$ cat src/rtl/i2c_bit_pkg.sv
package i2c_bit_pkg;

  typedef enum logic [2:0] {
    CMD_NONE    = 3'd0,
    CMD_START   = 3'd1,
    CMD_RESTART = 3'd2,
    CMD_STOP    = 3'd3,
    CMD_WRITE   = 3'd4,
    CMD_READ    = 3'd5
  } cmd_e;

  typedef enum logic [2:0] {
    PH_IDLE = 3'd0,
    PH_A    = 3'd1,
    PH_B    = 3'd2,
    PH_C    = 3'd3,
    PH_D    = 3'd4
  } phase_e;

  // Quarter-bit length in clocks; times are doubled ns so bit-level minima split over two phases.
  function automatic int quarter_cycles(int clk_hz, bit fast);
    longint t_low, t_high, su_sta, su_sto, need, q;
    t_low  = fast ? 64'd1300 : 64'd4700;
    t_high = fast ? 64'd600  : 64'd4000;
    su_sta = fast ? 64'd600  : 64'd4700;
    su_sto = fast ? 64'd600  : 64'd4000;
    need = t_low;
    if (t_high > need)     need = t_high;
    if (2 * su_sta > need) need = 2 * su_sta;
    if (2 * su_sto > need) need = 2 * su_sto;
    q = (longint'(clk_hz) * need + 64'd1999999999) / 64'd2000000000;
    if (q < 1) q = 1;
    return int'(q);
  endfunction

  // Returns {scl_high, sda_high} for one phase of a command.
  function automatic logic [1:0] line_levels(cmd_e c, phase_e p, logic wbit);
    logic [3:0] scl_pat, sda_pat;
    int sel;
    case (c)
      CMD_START:   begin scl_pat = 4'b1110; sda_pat = 4'b1000; end
      CMD_RESTART: begin scl_pat = 4'b0110; sda_pat = 4'b1100; end
      CMD_STOP:    begin scl_pat = 4'b0111; sda_pat = 4'b0011; end
      CMD_WRITE:   begin scl_pat = 4'b0110; sda_pat = {4{wbit}}; end
      default:     begin scl_pat = 4'b0110; sda_pat = 4'b1111; end
    endcase
    case (p)
      PH_A:    sel = 3;
      PH_B:    sel = 2;
      PH_C:    sel = 1;
      default: sel = 0;
    endcase
    return {scl_pat[sel], sda_pat[sel]};
  endfunction

endpackage

$ cat src/rtl/i2c_quarter_timer.sv
module i2c_quarter_timer #(
  parameter int QUARTER = 130
) (
  input  logic clk_i,
  input  logic rst_ni,
  input  logic run_i,
  output logic tick_o
);
  localparam int CW = $clog2(QUARTER + 1);
  localparam logic [CW-1:0] LAST = CW'(QUARTER - 1);

  logic [CW-1:0] cnt_q;

  assign tick_o = run_i && (cnt_q == LAST);

  always_ff @(posedge clk_i or negedge rst_ni) begin
    if (!rst_ni)                cnt_q <= '0;
    else if (!run_i || tick_o)  cnt_q <= '0;
    else                        cnt_q <= cnt_q + 1'b1;
  end
endmodule

$ cat src/rtl/i2c_bit_seq.sv
module i2c_bit_seq
  import i2c_bit_pkg::*;
(
  input  logic   clk_i,
  input  logic   rst_ni,
  input  logic   cmd_valid_i,
  input  logic [2:0] cmd_i,
  input  logic   wr_bit_i,
  input  logic   sda_i,
  input  logic   tick_i,
  output phase_e phase_o,
  output cmd_e   cmd_o,
  output logic   wbit_o,
  output logic   busy_o,
  output logic   done_o,
  output logic   rd_bit_o
);
  phase_e phase_q;
  cmd_e   cmd_q;
  logic   wbit_q, done_q, rd_q;
  logic   code_ok, accept;

  assign code_ok = (cmd_i >= 3'd1) && (cmd_i <= 3'd5);
  assign accept  = (phase_q == PH_IDLE) && cmd_valid_i && code_ok;

  always_ff @(posedge clk_i or negedge rst_ni) begin
    if (!rst_ni) begin
      phase_q <= PH_IDLE;
      cmd_q   <= CMD_NONE;
      wbit_q  <= 1'b0;
      done_q  <= 1'b0;
      rd_q    <= 1'b0;
    end else begin
      done_q <= tick_i && (phase_q == PH_D);
      if (tick_i && (phase_q == PH_C) && (cmd_q == CMD_READ)) rd_q <= sda_i;
      if (accept) begin
        phase_q <= PH_A;
        cmd_q   <= cmd_e'(cmd_i);
        wbit_q  <= wr_bit_i;
      end else if (tick_i) begin
        case (phase_q)
          PH_A:    phase_q <= PH_B;
          PH_B:    phase_q <= PH_C;
          PH_C:    phase_q <= PH_D;
          default: phase_q <= PH_IDLE;
        endcase
      end
    end
  end

  assign phase_o  = phase_q;
  assign cmd_o    = cmd_q;
  assign wbit_o   = wbit_q;
  assign busy_o   = (phase_q != PH_IDLE);
  assign done_o   = done_q;
  assign rd_bit_o = rd_q;
endmodule

$ cat src/rtl/i2c_line_drive.sv
module i2c_line_drive
  import i2c_bit_pkg::*;
(
  input  phase_e phase_i,
  input  cmd_e   cmd_i,
  input  logic   wbit_i,
  output logic   scl_low_o,
  output logic   sda_low_o
);
  logic [1:0] lv;

  always_comb begin
    lv = 2'b11;
    if (phase_i != PH_IDLE) lv = line_levels(cmd_i, phase_i, wbit_i);
  end

  // open drain: a high level is a release, never a drive
  assign scl_low_o = !lv[1];
  assign sda_low_o = !lv[0];
endmodule

$ cat src/rtl/i2c_bit_ctrl.sv
module i2c_bit_ctrl
  import i2c_bit_pkg::*;
#(
  parameter int CLK_HZ    = 200_000_000,
  parameter bit FAST_MODE = 1'b1
) (
  input  logic       clk_i,
  input  logic       rst_ni,
  input  logic       cmd_valid_i,
  input  logic [2:0] cmd_i,
  input  logic       wr_bit_i,
  input  logic       sda_i,
  output logic       busy_o,
  output logic       done_o,
  output logic       rd_bit_o,
  output logic       scl_low_o,
  output logic       sda_low_o
);
  localparam int QUARTER = quarter_cycles(CLK_HZ, FAST_MODE);

  phase_e phase;
  cmd_e   cmd_q;
  logic   wbit_q, tick;

  i2c_quarter_timer #(.QUARTER(QUARTER)) u_timer (
    .clk_i  (clk_i),
    .rst_ni (rst_ni),
    .run_i  (busy_o),
    .tick_o (tick)
  );

  i2c_bit_seq u_seq (
    .clk_i       (clk_i),
    .rst_ni      (rst_ni),
    .cmd_valid_i (cmd_valid_i),
    .cmd_i       (cmd_i),
    .wr_bit_i    (wr_bit_i),
    .sda_i       (sda_i),
    .tick_i      (tick),
    .phase_o     (phase),
    .cmd_o       (cmd_q),
    .wbit_o      (wbit_q),
    .busy_o      (busy_o),
    .done_o      (done_o),
    .rd_bit_o    (rd_bit_o)
  );

  i2c_line_drive u_drive (
    .phase_i   (phase),
    .cmd_i     (cmd_q),
    .wbit_i    (wbit_q),
    .scl_low_o (scl_low_o),
    .sda_low_o (sda_low_o)
  );
endmodule

$ cat config.mk
export PLATFORM = sky130hd
export DESIGN_NAME = i2c_bit_ctrl
export DESIGN_NICKNAME = d
export VERILOG_FILES = /design/src/rtl/i2c_bit_pkg.sv /design/src/rtl/i2c_quarter_timer.sv /design/src/rtl/i2c_bit_seq.sv /design/src/rtl/i2c_line_drive.sv /design/src/rtl/i2c_bit_ctrl.sv
export SDC_FILE = /design/constraint.sdc
export NUM_CORES = 1
export LEC_CHECK = 0
export BUFFER_PORTS_ARGS = -buffer_cell sky130_fd_sc_hd__buf_2
export CELL_PAD_IN_SITES_DETAIL_PLACEMENT = 1
export CELL_PAD_IN_SITES_GLOBAL_PLACEMENT = 1
export CORE_AREA = 2 2 60 62
export CTS_CLUSTER_DIAMETER = 100
export DETAILED_ROUTE_END_ITERATION = 6
export DIE_AREA = 0 0 62 64
export PLACE_DENSITY_LB_ADDON = 0.12
export SETUP_SLACK_MARGIN = 0.05
export SLEW_MARGIN = 20
export SYNTH_ARGS = -nofsm -noshare
export SYNTH_HDL_FRONTEND = slang
export SYNTH_HIERARCHICAL = 1
export SYNTH_SLANG_ARGS = --single-unit
$ cat constraint.sdc
create_clock -name clk_i -period 3 [get_ports clk_i]
set_input_delay 0.15 -clock clk_i [delete_from_list [all_inputs] [get_ports clk_i]]
set_output_delay 0.15 -clock clk_i [all_outputs]
set_load 0.01 [all_outputs]
==> impl_metrics.ini <==
[status]
status = finished, final reports clean

[yosys]
synthAdderAreaFrac_pct = 2.65
ys_seq_area_share_pct = 45.0
synth_edf_count = 0
synth.distinct_cells = 38
synthDominantCellAreaShare_pct = 45.0
ys_warn_count = 6
yosys.area_share.simple_pct = 24.6
synth_compound_area_share_pct = 19.7
synthXorXnorAreaFrac_pct = 2.78
synth_area_um2 = 945
avgSynthCellArea_um2 = 10.3
syn-num-nets = 102
synth_top_family_by_area = simple AND/OR/NAND/NOR gates
synth_mux_area_share_pct = 2.78
synthTopCellsByArea = dfrtp_1, o21ai_0, nor3b_1
syn_inst = 92
synth_top_area_cell = dfrtp_1
synthFlopType = dfrtp_1
ys_ff_latch = 17
async_reset_ff_share_pct = 100

[pwr]
p_leak_nw = 0.443
powerDensity_nw_per_um2 = 332
power.share.clock_pct = 33.8
p_total_mw = 0.367
p_seq_share_pct = 62.4
vdd_drop_max_uv = 152
p_sw_share_pct = 22.2
switching_power_mw = 0.0815
intPower_mw = 0.286
combPwrFrac_pct = 3.9

[sta]
slew_viol_final = 0
rsz0062_at_grt = no
skew_ns = 0.00697
tightest_slew_ns = 0.407
setup_viol = 0
min_period_over_period_pct = 74.6
maxSlewHeadroom_pct = 72.9
finalSetupTns_ns = 0
fmax_mhz = 447
min_period_ns = 2.24
hold_violations = 0

[grt]
antenna_found_initial = 0
grt_max_degree = 18
grt_overflow = 0
track_usage_pct = 12.7
first_global_vias = 782
grt_pass1_wl_um = 3790

[die]
fp.dieW_um = 62
start_util_pct = 28.8
io_pins = 13
num_rows = 21
die_h_um = 64
coreArea_um2 = 3280
die_area_um2 = 3970

[critical_path]
worstSetupPathType = reg -> reg
cp-end-kind = register
critical-path-max-stage-delay_ns = 0.57
crit_fanout = 12
arrival_ns = 2.42
required_ns = 3.19
path_cells = nor3_4 -> inv_1 -> inv_1 -> nor4_1 -> buf_4 -> nand4b_1 -> nor3_1 -> mux2_1
crit_top_cell = inv_1
startpoint_type = register
critPathSlowestCell = dfrtp_1

[route]
first_pass_iters = 4
drc = 0
drt-total-wl_um = 2160
vias = 768
antenna_left = 0
wire_per_inst_um = 13.8
drt-initial-drc-count = 32
viasPerCell = 4.92

[clock_tree]
clock-sinks = 17
clock_latency_ns = 0.29
clkTransAtPathRegs_ns = 0.10
cts_max_level = 1
cts_buffers = 3
cts_buffer_depth = 2
cts_tree = yes
cts_setup_buffers = 0
cts_root_buf = clkbuf_4

[flow_run]
maxCapViolCount = 0

[hold_path]
hold_path.class = in -> reg

[finish]
fin_util_pct = 33.7
drive_above_1_share_pct = 21.8
nets = 121
area_delta_synth_final_pct = 17.1
diodes = 0

[placement]
io_buffers = 12
gp_congestion = 0.682
hpwl_um = 1610
## power by group through the flow
stage	Combinational (mW)	Sequential [mW]	Clock (mW)
floorplan	0.00185	0.234	0
global placement	0.0135	0.233	0
detailed placement	0.0138	0.233	0
CTS	0.0148	0.229	0.131
global route	0.0165	0.229	0.141
finish	0.0142	0.229	0.124
## synthesized netlist by cell type (3+ instances only)
master	n
nor3b_1	4
a22o_1	3
nand3_1	4
dfrtp_1	17
o21ai_0	6
or3_1	3
a21oi_1	4
o211ai_1	3
inv_1	6
nor2_1	6
nand2_1	6
## cell families (layout without fill, tap and decap cells)
| logic type | Yosys count | in the layout |
|---|---|---|
| muxes | 2 | 2 |
| xor gates and xnor gates | 3 | 3 |
| AOI/OAI and AO/OA | 24 | 24 |
| and+or+nand+nor | 38 | 38 |
| adders and majority gates | 2 | 2 |
| buffers and inverters | 6 | 24 |
| DFF | 17 | 17 |
## metal layers
metal  track usage, %  vias to the layer above  wire (um)
met5                0                        -          0
met2             18.2                       12        968
li1                 -                      377          -
met1             18.6                      377       1100
met3             4.25                        2         72
met4             2.39                        0         18
## cells in the final DEF, fill, tap and decap left out, types with 2 or more instances in the layout
cell,netlist,final
a21oi_1,4,4
a22o_1,3,3
nand3_1,4,4
o211ai_1,3,3
nand2_1,6,6
buf_2,0,12
dfrtp_1,17,17
or3_1,3,3
xor2_1,2,2
clkbuf_4,0,3
nor2_1,6,6
inv_1,6,6
o22ai_1,2,2
nor3b_1,4,4
o21ai_0,6,6
ha_1,2,2
## cell type report
cell class | instances | area (um2)
Fill cell | 389 | 2180
Tap cell | 46 | 57.6
Inverter | 6 | 22.5
Multi-Input combinational cell | 69 | 497
Timing Repair Buffer | 14 | 77.6
Clock buffer | 4 | 26.3
Sequential cell | 17 | 425
## critical path, delay by kind of cell, from the launching register on
| kind | cells | cell delay [ns] |
|---|---|---|
| and+or+nand+nor | 4 | 0.79 |
| DFF | 1 | 0.57 |
| buffers and inverters | 3 | 0.43 |
| muxes | 1 | 0.34 |
## stage by stage
stage                     std cells  cell area, um2  setup WS, ns  hold WS, ns
after CTS                       156            1110         0.719       0.0632
after detailed placement        151            1070         0.749        0.106
after global routing            156            1110         0.452       0.0591
after floorplan                  92             945         0.748       -0.146
after global placement          151            1070         0.898        0.103
final                           156            1110         0.762       0.0680
## worst paths after layout
check | start | endpoint | slack (ns) | depth (start not counted)
worst min register to register | u_seq/wbit_o$_DFFE_PN0P_ | u_seq/wbit_o$_DFFE_PN0P_ | 0.52 | 1
worst max-delay path | u_seq/phase_o[0]$_DFFE_PN0P_ | u_seq/rd_bit_o$_DFFE_PN0P_ | 0.76 | 8
max in group asynchronous | rst_ni | u_seq/cmd_o[0]$_DFFE_PN0P_ | 2.40 | 2
min in group asynchronous | rst_ni | u_seq/rd_bit_o$_DFFE_PN0P_ | 0.31 | 2
worst min-delay path | sda_i | u_seq/rd_bit_o$_DFFE_PN0P_ | 0.07 | 2
worst max register to register | u_seq/phase_o[0]$_DFFE_PN0P_ | u_seq/rd_bit_o$_DFFE_PN0P_ | 0.76 | 8
## registers in the layout, indices dropped and copies added (netlist names)
register / flops
u_seq/phase_o: 3
u_seq/done_o: 1
u_seq/wbit_o: 1
u_seq/rd_bit_o: 1
u_seq/cmd_o: 3
u_timer/cnt_q: 8
## repair_timing
item	CTS	global route
endpoints found under the hold margin	17	0
hold buffers	1	0
gates resized for setup	0	0
Note: power is estimated with default switching activity, not from simulation.
